## src/rtl/hl_clkdiv_pkg.sv

```systemverilog
package hl_clkdiv_pkg;

    typedef enum logic [1:0] {
        ST_BYPASS = 2'd0,
        ST_OFFSET = 2'd1,
        ST_LOW    = 2'd2,
        ST_HIGH   = 2'd3
    } div_state_e;

    // An odd total ratio M+N+2 means M+N is odd.
    function automatic logic ratio_is_odd(input logic lsb_low, input logic lsb_high);
        return lsb_low ^ lsb_high;
    endfunction

endpackage

```

## src/rtl/hl_clkdiv_shadow.sv

```systemverilog
module hl_clkdiv_shadow
    import hl_clkdiv_pkg::*;
#(
    parameter int CNT_W = 4
) (
    input  logic             clk_i,
    input  logic             load_i,
    input  logic [CNT_W-1:0] low_i,
    input  logic [CNT_W-1:0] high_i,
    input  logic             dcc_off_i,
    output logic [CNT_W-1:0] low_q,
    output logic [CNT_W-1:0] high_q,
    output logic             stretch_q
);

    // Held copies of the fields; reloaded only at the boundaries the FSM signals.
    always_ff @(posedge clk_i) begin
        if (load_i) begin
            low_q     <= low_i;
            high_q    <= high_i;
            stretch_q <= ~dcc_off_i & ratio_is_odd(low_i[0], high_i[0]);
        end
    end

endmodule

```

## src/rtl/hl_clkdiv_fsm.sv

```systemverilog
module hl_clkdiv_fsm
    import hl_clkdiv_pkg::*;
#(
    parameter int CNT_W = 4,
    parameter int OFS_W = 4,
    parameter int CW    = 4
) (
    input  logic             clk_i,
    input  logic             rst_i,
    input  logic             sync_i,
    input  logic             bypass_i,
    input  logic [OFS_W-1:0] delay_i,
    input  logic [CNT_W-1:0] low_i,
    input  logic [CNT_W-1:0] low_q,
    input  logic [CNT_W-1:0] high_q,
    input  logic             stretch_q,
    output logic             load_o,
    output div_state_e       state_q,
    output logic [CW-1:0]    cnt_q,
    output logic             hi_q,
    output logic             tail_q
);

    div_state_e    state_d;
    logic [CW-1:0] cnt_d;
    logic          tail_d;
    logic          restart;
    logic          expired;

    assign restart = rst_i | sync_i;
    assign expired = (cnt_q == '0);

    always_comb begin
        state_d = state_q;
        cnt_d   = cnt_q - CW'(1);
        load_o  = 1'b0;
        tail_d  = 1'b0;
        if (bypass_i) begin
            state_d = ST_BYPASS;
            cnt_d   = '0;
        end else if (restart) begin
            load_o = 1'b1;
            if (delay_i != '0) begin
                state_d = ST_OFFSET;
                cnt_d   = CW'(delay_i) - CW'(1);
            end else begin
                state_d = ST_LOW;
                cnt_d   = CW'(low_i);
            end
        end else begin
            unique case (state_q)
                ST_BYPASS: begin
                    load_o  = 1'b1;
                    state_d = ST_LOW;
                    cnt_d   = CW'(low_i);
                end
                ST_OFFSET: begin
                    if (expired) begin
                        state_d = ST_LOW;
                        cnt_d   = CW'(low_q);
                    end
                end
                ST_LOW: begin
                    if (expired) begin
                        state_d = ST_HIGH;
                        cnt_d   = CW'(high_q);
                    end
                end
                ST_HIGH: begin
                    if (expired) begin
                        load_o  = 1'b1;
                        state_d = ST_LOW;
                        cnt_d   = CW'(low_i);
                        tail_d  = stretch_q;
                    end
                end
                default: begin
                    state_d = ST_LOW;
                    cnt_d   = CW'(low_i);
                end
            endcase
        end
    end

    // State register
    always_ff @(posedge clk_i) begin
        state_q <= state_d;
        cnt_q   <= cnt_d;
    end

    // Output register
    always_ff @(posedge clk_i) begin
        hi_q   <= (state_d == ST_HIGH);
        tail_q <= tail_d;
    end

endmodule

```

## src/rtl/hl_clkdiv_out.sv

```systemverilog
module hl_clkdiv_out (
    input  logic clk_i,
    input  logic rst_i,
    input  logic byp_i,
    input  logic hi_q,
    input  logic tail_q,
    output logic clk_o
);

    logic hi_n;

    // Falling-edge copy of the high level; it keeps the output up for the
    // first half of the cycle after a high phase when a stretch is armed.
    always_ff @(negedge clk_i) begin
        if (rst_i) hi_n <= 1'b0;
        else       hi_n <= hi_q;
    end

    assign clk_o = byp_i ? clk_i : (hi_q | (tail_q & hi_n));

endmodule

```

## src/rtl/hl_clkdiv.sv

```systemverilog
module hl_clkdiv
    import hl_clkdiv_pkg::*;
#(
    parameter int CNT_W = 4,
    parameter int OFS_W = 4
) (
    input  logic             clk_i,
    input  logic             rst_i,
    input  logic             sync_i,
    input  logic             bypass_i,
    input  logic             dcc_off_i,
    input  logic [CNT_W-1:0] low_cnt_i,
    input  logic [CNT_W-1:0] high_cnt_i,
    input  logic [OFS_W-1:0] delay_i,
    output logic             clk_o
);

    localparam int CW = (CNT_W > OFS_W) ? CNT_W : OFS_W;

    logic             load;
    logic [CNT_W-1:0] low_q;
    logic [CNT_W-1:0] high_q;
    logic             stretch_q;
    div_state_e       state_q;
    logic [CW-1:0]    cnt_q;
    logic             hi_q;
    logic             tail_q;

    hl_clkdiv_shadow #(.CNT_W(CNT_W)) u_shadow (
        .clk_i     (clk_i),
        .load_i    (load),
        .low_i     (low_cnt_i),
        .high_i    (high_cnt_i),
        .dcc_off_i (dcc_off_i),
        .low_q     (low_q),
        .high_q    (high_q),
        .stretch_q (stretch_q)
    );

    hl_clkdiv_fsm #(.CNT_W(CNT_W), .OFS_W(OFS_W), .CW(CW)) u_fsm (
        .clk_i     (clk_i),
        .rst_i     (rst_i),
        .sync_i    (sync_i),
        .bypass_i  (bypass_i),
        .delay_i   (delay_i),
        .low_i     (low_cnt_i),
        .low_q     (low_q),
        .high_q    (high_q),
        .stretch_q (stretch_q),
        .load_o    (load),
        .state_q   (state_q),
        .cnt_q     (cnt_q),
        .hi_q      (hi_q),
        .tail_q    (tail_q)
    );

    hl_clkdiv_out u_out (
        .clk_i  (clk_i),
        .rst_i  (rst_i),
        .byp_i  (state_q == ST_BYPASS),
        .hi_q   (hi_q),
        .tail_q (tail_q),
        .clk_o  (clk_o)
    );

endmodule

```

## config.mk

```make
export PLATFORM = sky130hd
export DESIGN_NAME = hl_clkdiv
export DESIGN_NICKNAME = d
export VERILOG_FILES = /design/src/rtl/hl_clkdiv_pkg.sv /design/src/rtl/hl_clkdiv_shadow.sv /design/src/rtl/hl_clkdiv_fsm.sv /design/src/rtl/hl_clkdiv_out.sv /design/src/rtl/hl_clkdiv.sv
export SDC_FILE = /design/constraint.sdc
export NUM_CORES = 1
export LEC_CHECK = 0
export CAP_MARGIN = 10
export CORE_ASPECT_RATIO = 0.75
export CORE_UTILIZATION = 30
export CTS_CLUSTER_SIZE = 8
export DETAILED_ROUTE_END_ITERATION = 6
export HOLD_SLACK_MARGIN = 0.02
export PLACE_DENSITY = 0.5
export SLEW_MARGIN = 20
export SYNTH_ARGS = -nofsm -noshare
export SYNTH_HDL_FRONTEND = slang
export SYNTH_SLANG_ARGS = --single-unit
export TNS_END_PERCENT = 20
```

## constraint.sdc

```tcl
create_clock -name clk_i -period 2.2 [get_ports clk_i]
set_input_delay 0.33 -clock clk_i [delete_from_list [all_inputs] [get_ports clk_i]]
set_output_delay 0.33 -clock clk_i [all_outputs]
set_load 0.05 [all_outputs]
```

Yosys cells after proc, flatten, opt, wreduce, memory -nomap -nowiden
Index checks and enable logic that the tools add are counted.

Flip-flop bits (word level): 18. Input bits: 17. Logic and storage cells: 44.

Add/sub/neg operators: 2. Equal/unequal tests: 4. Muxes and demuxes: 17. Bitwise operators: 8. Reductions and logical operators: 5.

Operators with widths (number): $mux W4 (5); $pmux W4 S4 (1); $mux W2 (5); $sub A4 B1 Y4 const B (2); $eq A2 B2 Y1 const B (3); $pmux W2 S3 (1); $logic_not A4 Y1 (1); $mux W1 (4); $reduce_bool A4 Y1 (1); $reduce_or A4 Y1 (1); $not A1 Y1 (3); $and A1 B1 Y1 (2); $eq A2 B1 Y1 const B (1); $logic_not A2 Y1 (1); $or A1 B1 Y1 (2); $pmux W1 S2 (1); $reduce_or A2 Y1 (1); $xor A1 B1 Y1 (1).

Depth between registers and ports, before layout
Gate-level depths: netlist of the first run.

Depth in word-level cells: 6. Depth in mapped cells: 6. Mapped depth without buffers: 6.

By module
From an unflattened synthesis of the first run, not the netlist that was laid out.

Cell total of the unflattened synthesis: 112. Area, all modules: 1087.3 sq um.

By module, submodules not included: hl_clkdiv_fsm (instances 1, cells an instance 95, area an instance 753.2 sq um, seq. area each 160.2 sq um); hl_clkdiv_shadow (instances 1, cells an instance 11, area an instance 282.8 sq um, seq. area each 270.3 sq um); hl_clkdiv_out (instances 1, cells an instance 5, area an instance 47.5 sq um, seq. area each 20.0 sq um); hl_clkdiv (instances 1, cells an instance 1, area an instance 3.8 sq um, seq. area each 0.0 sq um).

==> run summary, run 1 <==
Status: finished, violations left
Failing checks: negative setup slack
Worst setup EP type: output pin
# setup viols final: 1
CTS Buffer Depth: 2
Max-cap viol count: 0
Crit path max fanout: 1
Mapped Cells: 102
Mapped cell area: 1000 um^2
Grt total ovfl: 0
Skew final: 0.0683 ns
Worst ir drop on vdd: 0.000259 V
Delay-heaviest family, CP: flip-flops
Yosys warns: 0
Core Rows: 17
Setup ws final: -0.289 ns
Total Die Area: 3570 um^2
Final Cell Area: 1300 um^2
N_diodes: 0
CTS tree: built
RePlAce Congestion: 0.832
Library cells used by synthesis: 34
Initial Util: 0.327
Levels on crit path: 3
Asr flop ratio synth: 0
Worst path max stage delay: 0.30 ns
Multi-input gate area: 518 um^2
Clk_lat worst skew: 0.32 ns
Main synth FF type: edfxtp_1
I/O Buffers: 17
M1 wire length: 1080 um
Slowest stage cell, crit path: dfxtp_1
Hold Buf Count CTS: 0
HPWL after DPL: 1710 um
First-pass GRT wire length: 3700 um
Met3 WL: 122 um
CTS Buf Count: 3
Initial antenna violation count: 0
Post-synth top area share: 0.270
Critical Path RT: 1.87 ns
Area growth, synth to finish: 30.2%
Seq. cell area: 450 um^2
Share of layout cells above drive strength 1: 0.128
Startpoint Class: register
Area after DPL: 1250 um^2
Vias in the first global route: 788
Vias per cell: 5.10
Power density cells: 675 nW/um^2
Fin util: 0.426
Fill count: 306
Clock transition at path regs: 0.07 ns
Final setup TNS: -0.289 ns
Mean Syn Cell Area: 9.81 um^2
Relative slew slack: 0.744
1st-iter DRT viols: 14
Wire per inst: 13.4 um
I/O Pins: 18
Syn Nets: 126
RSZ-0062 raised after global routing: yes
Final net count: 150
Resized Gates After CTS: 8
Via count: 832
CP cell instances: a211oi_2, a21oi_4, buf_6
DRC Markers: 0
Routed WL: 2190 um
Worst Path Class, Setup: reg -> out
Die height: 52.0 um
Area leader, netlist: edfxtp_1
Pins over their slew limit: 0
Top layer in use: met4
Final hold vios: 0
WL met2: 975 um
Total power: 0.880 mW
CP arrival: 2.16 ns
Top cells by area, synth: edfxtp_1 27%, dfxtp_1 18%, ha_1 8.8%
Post-route insts no fill: 163
Crit path buf inv count: 1
Lkg Pwr: 0.491 nW
Root Driver: clkbuf_8
Placed insts: 158
Antenna Nets Post-Route: 0
H-tree depth: 1
Slew @ Worst Pin: 0.383 ns
Post-CTS Setup Repair Bufs: 0
Total GRT Usage: 0.144
Core area: 3060 um^2
Number of enable flip-flop cells after synthesis: 9
Sequential element share of the synthesized area: 0.450
Number of synthesized register bits: 18
Worst hold path class: reg -> reg
Die Wd: 68.7 um
Worst hold path stage count: 2
Reg2Reg Depth: 6
Largest net degree at the start of global routing: 11
Drt pass-1 iters: 4
## report_power, final
part / switching, mW / internal (mW) / leakage [nW]
Combinational: 0.0882 / 0.0842 / 0.287
Clock: 0.163 / 0.158 / 0.0427
Sequential: 0.0131 / 0.375 / 0.161
Total: 0.264 / 0.616 / 0.491
## synth_stat cells (2+ instances only)
cell type / instances
nor2b_1: 2
a22oi_1: 2
nor2_1: 10
dfxtp_1: 9
o21bai_1: 2
nor3_1: 4
o31ai_1: 2
a221oi_1: 3
or2_2: 2
edfxtp_1: 9
ha_1: 7
a21oi_1: 10
inv_1: 10
a211oi_1: 4
o21ai_0: 5
clkbuf_1: 3
## tightest hold or removal path: cells and delay by family, from the launching register on
kind,cells,cell delay (ns)
buf+inv,1,0.06
simple gates,1,0.04
flops,1,0.36
## path summary, 6_finish.rpt
kind / startpoint / to / slack [ns]
hold / removal: u_shadow.stretch_q / u_fsm.tail_q / 0.49
setup reg to reg: u_fsm.cnt_q[0] / u_fsm.cnt_q[2] / 0.34
hold reg to reg: u_shadow.stretch_q / u_fsm.tail_q / 0.49
setup / recovery: u_out.hi_n / clk_o / -0.29
## registers in the layout, indices dropped and copies added (netlist names)
name	count
u_shadow.stretch_q	1
u_fsm.hi_q	1
u_fsm.tail_q	1
u_out.hi_n	1
u_fsm.state_q	2
u_fsm.cnt_q	4
u_shadow.low_q	4
u_shadow.high_q	4
## per-layer routing
layer	up-vias	GRT usage
li1	429	-
met1	378	0.205
met2	23	0.209
met3	2	0.0504
met4	0	0.0272
met5	-	0
## logic make-up (layout without fill, tap and decap cells)
group                    after synthesis  after routing  share of synthesized area
AO/OA/AOI/OAI                         33             33                      0.224
AND/OR/NAND/NOR                       29             29                      0.173
flip-flops                            18             18                      0.450
buffers and inverters                 13             36                     0.0488
adder cells (fa/ha/maj)                7              7                     0.0875
XOR/XNOR                               2              2                     0.0175
## cell usage in the layout (no fill, tap or decap), types with 2 or more instances in the layout
master | netlist | final
a221oi_1 | 3 | 3
nor2_1 | 10 | 10
o21bai_1 | 2 | 2
dfxtp_1 | 9 | 9
buf_4 | 0 | 4
ha_1 | 7 | 7
a22oi_1 | 2 | 2
o21ai_0 | 5 | 5
nor2b_1 | 2 | 2
nor3_1 | 4 | 4
a211oi_1 | 4 | 3
or2_2 | 2 | 2
clkbuf_8 | 0 | 3
inv_1 | 10 | 11
a21oi_1 | 10 | 9
edfxtp_1 | 9 | 9
o31ai_1 | 2 | 2
clkdlybuf4s50_1 | 0 | 16
## layout make-up
class,instances,area share
Clock buffer,5,0.0432
Sequential cell,18,0.345
Clock inverter,2,0.00576
Timing Repair Buffer,20,0.146
Inverter,9,0.0259
Tap cell,38,0.0365
Multi-Input combinational cell,71,0.397
## through the flow
stage          hold WS (ns)  setup slack, ns
2_1_floorplan         0.429           0.0345
3_3_place_gp          0.484           -0.563
3_5_place_dp          0.488           -0.571
4_1_cts               0.498           -0.292
5_1_grt               0.550           -0.392
6_report              0.491           -0.289
No activity file was read; power rests on OpenSTA's default activity.
==> inputs of run 2 (changes only) <==
--- a/config.mk
+++ b/config.mk
@@ -6,7 +6,7 @@
 export NUM_CORES = 1
 export LEC_CHECK = 0
 export CAP_MARGIN = 10
-export CORE_ASPECT_RATIO = 0.75
+export CORE_ASPECT_RATIO = 2
 export CORE_UTILIZATION = 30
 export CTS_CLUSTER_SIZE = 8
 export DETAILED_ROUTE_END_ITERATION = 6
==> run 2 against run 1 <==
  * The run still ends with negative setup slack left
  * Clock skew shrank 0.0046 ns
  * Critical path type unchanged
  * Sequential power about the same
  * Critical path depth is the same
  * Clock power is 2% higher
  * Largest cell class unchanged
  * Highest routed layer unchanged
  * Cell count down 4.3%
  * Power grew 0.94%
  * First-iteration DRC count grew to 3.5 times the previous value
  * Register-to-register slack worse by 0.02 ns
==> run summary, run 2 (synthesis gave the netlist of run 1 again) <==
Status: finished, violations left
Failing checks: negative setup slack
Worst setup EP type: output pin
Combinational power share: 0.195 (about the same)
Reg-to-reg critical path startpoint: u_fsm.cnt_q[0]
Clk_lat worst skew: 0.32 ns (about the same)
Crit path max fanout: 1 (unchanged)
Power density cells: 682 nW/um^2 (+0.94%)
H-tree depth: 1 (unchanged)
CTS Buffer Depth: 2 (unchanged)
Drt pass-1 iters: 4 (unchanged)
Sequential fraction of design power: 0.439 (about the same)
Die height: 83.7 um (+61%)
CTS Buf Count: 3 (unchanged)
Largest net degree at the start of global routing: 11 (unchanged)
R2R Path End: u_fsm.cnt_q[2]
Startpoint Class: register
I/O Pins: 18 (unchanged)
Slew @ Worst Pin: 0.544 ns (+0.161 ns)
Wire per inst: 16.0 um (+19%)
GRT busiest layer: met2
R2R Setup Slk: 0.32 ns (-0.02 ns)
Int Power: 0.614 mW (-0.47%)
Most frequent cells in the layout: 16 x clkdlybuf4s50_1, 11 x inv_1, 10 x nor2_1, 9 x a21oi_1, 9 x edfxtp_1
Area growth, synth to finish: 30.2% (unchanged)
Met2 GRT Util: 0.263 (+0.0539)
Critical Path RT: 1.87 ns (about the same)
I/O Buffers: 17 (unchanged)
Worst hold path class: reg -> reg
Via count: 863 (+3.7%)
DRC Markers: 0 (unchanged)
Total Die Area: 3590 um^2 (+0.32%)
Core Rows: 29 (+12)
Commonest non-fill, non-tap cell in the layout: clkdlybuf4s50_1
Final Cell Area: 1300 um^2 (unchanged)
Root Driver: clkbuf_8
Grt total ovfl: 0 (unchanged)
Clk network pwr share: 0.366 (+0.002)
Post-route insts no fill: 156 (-4.3%)
CP arrival: 2.17 ns (about the same)
Sw power: 0.275 mW (+4.3%)
Worst Path Class, Setup: reg -> out
Relative slew slack: 0.636 (-0.107)
HPWL after DPL: 1920 um (+12%)
Fill count: 322 (+5.2%)
CTS tree: built
Initial Util: 0.317 (-0.00971)
Worst Setup EP: clk_o
Core area: 3160 um^2 (+3.1%)
Lkg Pwr: 0.493 nW (+0.29%)
# setup viols final: 1 (unchanged)
Initial antenna violation count: 0 (unchanged)
HP Start: u_shadow.stretch_q
Final net count: 150 (unchanged)
Area after DPL: 1240 um^2 (-0.70%)
Final hold vios: 0 (unchanged)
Setup ws final: -0.303 ns (-0.0133 ns)
Worst ir drop on vdd: 0.000395 V (+52%)
Post-CTS Setup Repair Bufs: 0 (unchanged)
RSZ-0062 raised after global routing: yes
Vias per cell: 5.53 (+8.4%)
Share of layout cells above drive strength 1: 0.136 (+0.00800)
Largest regs: u_fsm.cnt_q: 4 flops, u_shadow.high_q: 4 flops, u_shadow.low_q: 4 flops
Placed insts: 151 (-4.4%)
Met3 Usage GRT: 0.0216 (-0.0288)
Antenna Nets Post-Route: 0 (unchanged)
RePlAce Congestion: 0.842 (+1.2%)
Skew final: 0.0637 ns (-0.00461 ns)
Routed WL: 2490 um (+14%)
Clock transition at path regs: 0.07 ns (about the same)
Reg2Reg Depth: 6 (unchanged)
Routing usage on met1: 0.153 (-0.0523)
First-pass GRT wire length: 3970 um (+7.5%)
Die Wd: 42.8 um (-38%)
N_diodes: 0 (unchanged)
1st-iter DRT viols: 49 (+35)
Vias in the first global route: 873 (+11%)
Total GRT Usage: 0.145 (+0.000700)
Pins over their slew limit: 0 (unchanged)
Max-cap viol count: 0 (unchanged)
Switching Share: 0.310 (+0.00983)
Critical path origin: u_out.hi_n
## run 2: power groups by stage
stage	Clock [mW]	Sequential [mW]	Combinational, mW
2_1_floorplan	0.0603	0.392	0.100
3_3_place_gp	0.0743	0.396	0.168
3_5_place_dp	0.0743	0.397	0.170
4_1_cts	0.337	0.389	0.172
5_1_grt	0.350	0.392	0.191
6_report	0.325	0.390	0.174
## run 2: area by class of cell
cell class                      count  area [um^2]  area share
Inverter                            9         33.8      0.0259
Tap cell                           31         38.8      0.0298
Clock inverter                      3         11.3     0.00864
Multi-Input combinational cell     71          526       0.403
Sequential cell                    18          452       0.346
Clock buffer                        4         52.6      0.0403
Timing Repair Buffer               20          190       0.146
## run 2: worst min path at each step
stage	cells past startpoint	slack [ns]	end
2_1_floorplan	0	0.43	u_shadow.high_q[0]
3_3_place_gp	2	0.50	u_fsm.tail_q
3_5_place_dp	2	0.50	u_fsm.tail_q
4_1_cts	2	0.51	u_fsm.tail_q
5_1_grt	2	0.55	u_fsm.tail_q
6_report	2	0.51	u_fsm.tail_q
## run 2: metrics by stage
stage                     setup TNS [ns]  utilization  setup slack, ns  hold slack, ns  total power, mW
final                             -0.303        0.413           -0.303           0.507            0.889
after CTS                         -0.348        0.410           -0.348           0.512            0.898
after global routing              -0.351        0.413           -0.351           0.550            0.933
after detailed placement          -0.603        0.393           -0.603           0.501            0.641
after floorplan                        0            -           0.0345           0.429            0.553
after global placement            -0.571        0.393           -0.571           0.501            0.638
## run 2: repair_timing
action | in CTS | in global routing
hold buffers | 0 | 0
resized for setup | 8 | 2
pin swaps | 1 | 1
setup endpoints to repair | 1 | 1
## run 2: layer usage
metal / vias to the layer above / part of all wire
li1: 423 / -
met1: 407 / 0.38
met2: 26 / 0.56
met3: 7 / 0.032
met4: 0 / 0.026
met5: - / 0
## run 2: critical path, cell delays in order, from the launching register on
cell and delay, ns:
dfxtp_2 0.32, a211oi_4 0.23, a21oi_4 0.04, buf_6 0.16
==> inputs of run 3 (changes only) <==
--- a/config.mk
+++ b/config.mk
@@ -16,4 +16,4 @@
 export SYNTH_ARGS = -nofsm -noshare
 export SYNTH_HDL_FRONTEND = slang
 export SYNTH_SLANG_ARGS = --single-unit
-export TNS_END_PERCENT = 20
+export TNS_END_PERCENT = 10
==> constraint.sdc (replaced) <==
create_clock -name clk_i -period 3.25 [get_ports clk_i]
set_input_delay 0.4875 -clock clk_i [delete_from_list [all_inputs] [get_ports clk_i]]
set_output_delay 0.4875 -clock clk_i [all_outputs]
set_load 0.05 [all_outputs]
==> run 3 against run 2 <==
  * The flow now finishes without violations
  * Die area unchanged
  * Power decreased by 36%
  * Count of clock-buffer cells in the layout stayed put
  * Critical path type unchanged
  * Largest power group unchanged
==> run summary, run 3 (synthesis gave the netlist of run 1 again) <==
Total GRT Usage: 0.137 (-0.00754)
Drt pass-1 iters: 4 (unchanged)
Vias per cell: 5.73 (+3.6%)
# setup viols final: 0 (-1)
Status: finished, final reports clean
I/O Pins: 18 (unchanged)
Clock transition at path regs: 0.07 ns (about the same)
Die Wd: 42.8 um (unchanged)
R2R Setup Slk: 0.95 ns (+0.63 ns)
Total Die Area: 3590 um^2 (unchanged)
Worst hold path class: reg -> reg
Share of layout cells above drive strength 1: 0.0984 (-0.0376)
Fin util: 0.398 (-0.0147)
RSZ-0062 raised after global routing: no
Pins over their slew limit: 0 (unchanged)
Worst setup EP type: output pin
HPWL after DPL: 1840 um (-3.9%)
Initial Util: 0.317 (unchanged)
Die height: 83.7 um (unchanged)
Most frequent cells in the layout: 16 x clkdlybuf4s50_1, 11 x inv_1, 10 x nor2_1, 10 x a21oi_1
Root Driver: clkbuf_8
Slew @ Worst Pin: 0.790 ns (+0.246 ns)
Clk_lat worst skew: 0.32 ns (about the same)
Lkg Pwr: 0.474 nW (-3.7%)
Critical Path RT: 2.76 ns (+0.89 ns)
Core area: 3160 um^2 (unchanged)
CTS Buffer Depth: 2 (unchanged)
Post-CTS Setup Repair Bufs: 0 (unchanged)
CP arrival: 2.67 ns (+0.50 ns)
Hold Buf Count CTS: 0 (unchanged)
DRC Markers: 0 (unchanged)
1st-iter DRT viols: 21 (-57%)
Final Cell Area: 1260 um^2 (-3.6%)
Startpoint Class: register
Initial antenna violation count: 0 (unchanged)
Grt total ovfl: 0 (unchanged)
Area growth, synth to finish: 25.6%
Wire per inst: 15.2 um (-4.7%)
Skew final: 0.0642 ns (+0.000468 ns)
CTS Buf Count: 3 (unchanged)
Max-cap viol count: 0 (unchanged)
Worst ir drop on vdd: 0.000293 V (-26%)
Largest regs: u_fsm.cnt_q: 4 flops, u_shadow.high_q: 4 flops, u_shadow.low_q: 4 flops
Final net count: 147 (-2.0%)
Core Rows: 29 (unchanged)
First-pass GRT wire length: 3640 um (-8.3%)
Commonest non-fill, non-tap cell in the layout: clkdlybuf4s50_1
Vias in the first global route: 850 (-2.6%)
Largest net degree at the start of global routing: 11 (unchanged)
I/O Buffers: 17 (unchanged)
Crit path max fanout: 1 (unchanged)
Worst Path Class, Setup: reg -> out
CTS tree: built
Final hold vios: 0 (unchanged)
Area after DPL: 1210 um^2 (-2.7%)
N_diodes: 0 (unchanged)
Power density cells: 455 nW/um^2 (-33%)
Via count: 877 (+1.6%)
Relative slew slack: 0.474 (-0.163)
Routed WL: 2330 um (-6.6%)
H-tree depth: 1 (unchanged)
Antenna Nets Post-Route: 0 (unchanged)
RePlAce Congestion: 0.887 (+5.4%)
[run 3: path summary, 6_finish.rpt]
kind                       end  depth (start not counted)               start
max                      clk_o                          3          u_out.hi_n
min               u_fsm.tail_q                          2  u_shadow.stretch_q
max reg2reg  u_shadow.low_q[2]                          6      u_fsm.cnt_q[0]
min reg2reg       u_fsm.tail_q                          2  u_shadow.stretch_q
[run 3: metal layers]
| layer | track usage | wire length [um] |
|---|---|---|
| met1 | 0.147 | 848 |
| met2 | 0.225 | 1250 |
| met3 | 0.0195 | 96 |
| met4 | 0.116 | 130 |
| met5 | 0 | 0 |
[run 3: final cells by class]
class / instances / area [um^2]
timing repair buffer: 17 / 168
clock buffer: 4 / 48.8
multi-input combinational: 71 / 507
inverter: 9 / 33.8
sequential: 18 / 450
clock inverter: 3 / 11.3
tap: 31 / 38.8
fill: 314 / 1900
[run 3: repair_timing]
action | 4_1_cts | 5_1_grt
resized for setup | 5 | 3
gates cloned | 0 | 0
endpoints found under the setup margin | 1 | 1
pin swaps | 0 | 0
[run 3: metrics by stage]
stage	TNS, ns	setup WS [ns]	total power, mW	cells	hold WS, ns
after global routing	0	0.0356	0.603	153	0.529
after global placement	-0.123	-0.123	0.412	148	0.501
after floorplan	0	0.0171	0.361	102	0.473
final	0	0.0897	0.573	153	0.498
after CTS	0	0.0146	0.577	153	0.501
after detailed placement	-0.124	-0.124	0.414	148	0.490
[run 3: where the power goes]
part	switching [mW]	total (mW)	internal, mW
combinational	0.0562	0.109	0.0525
sequential	0.00954	0.263	0.254
clock	0.105	0.201	0.0956
[run 3: critical path: stages (launching register included)]
cell and delay (ns):
dfxtp_1 0.30, a211oi_2 0.16, a21oi_1 0.06, buf_4 0.21
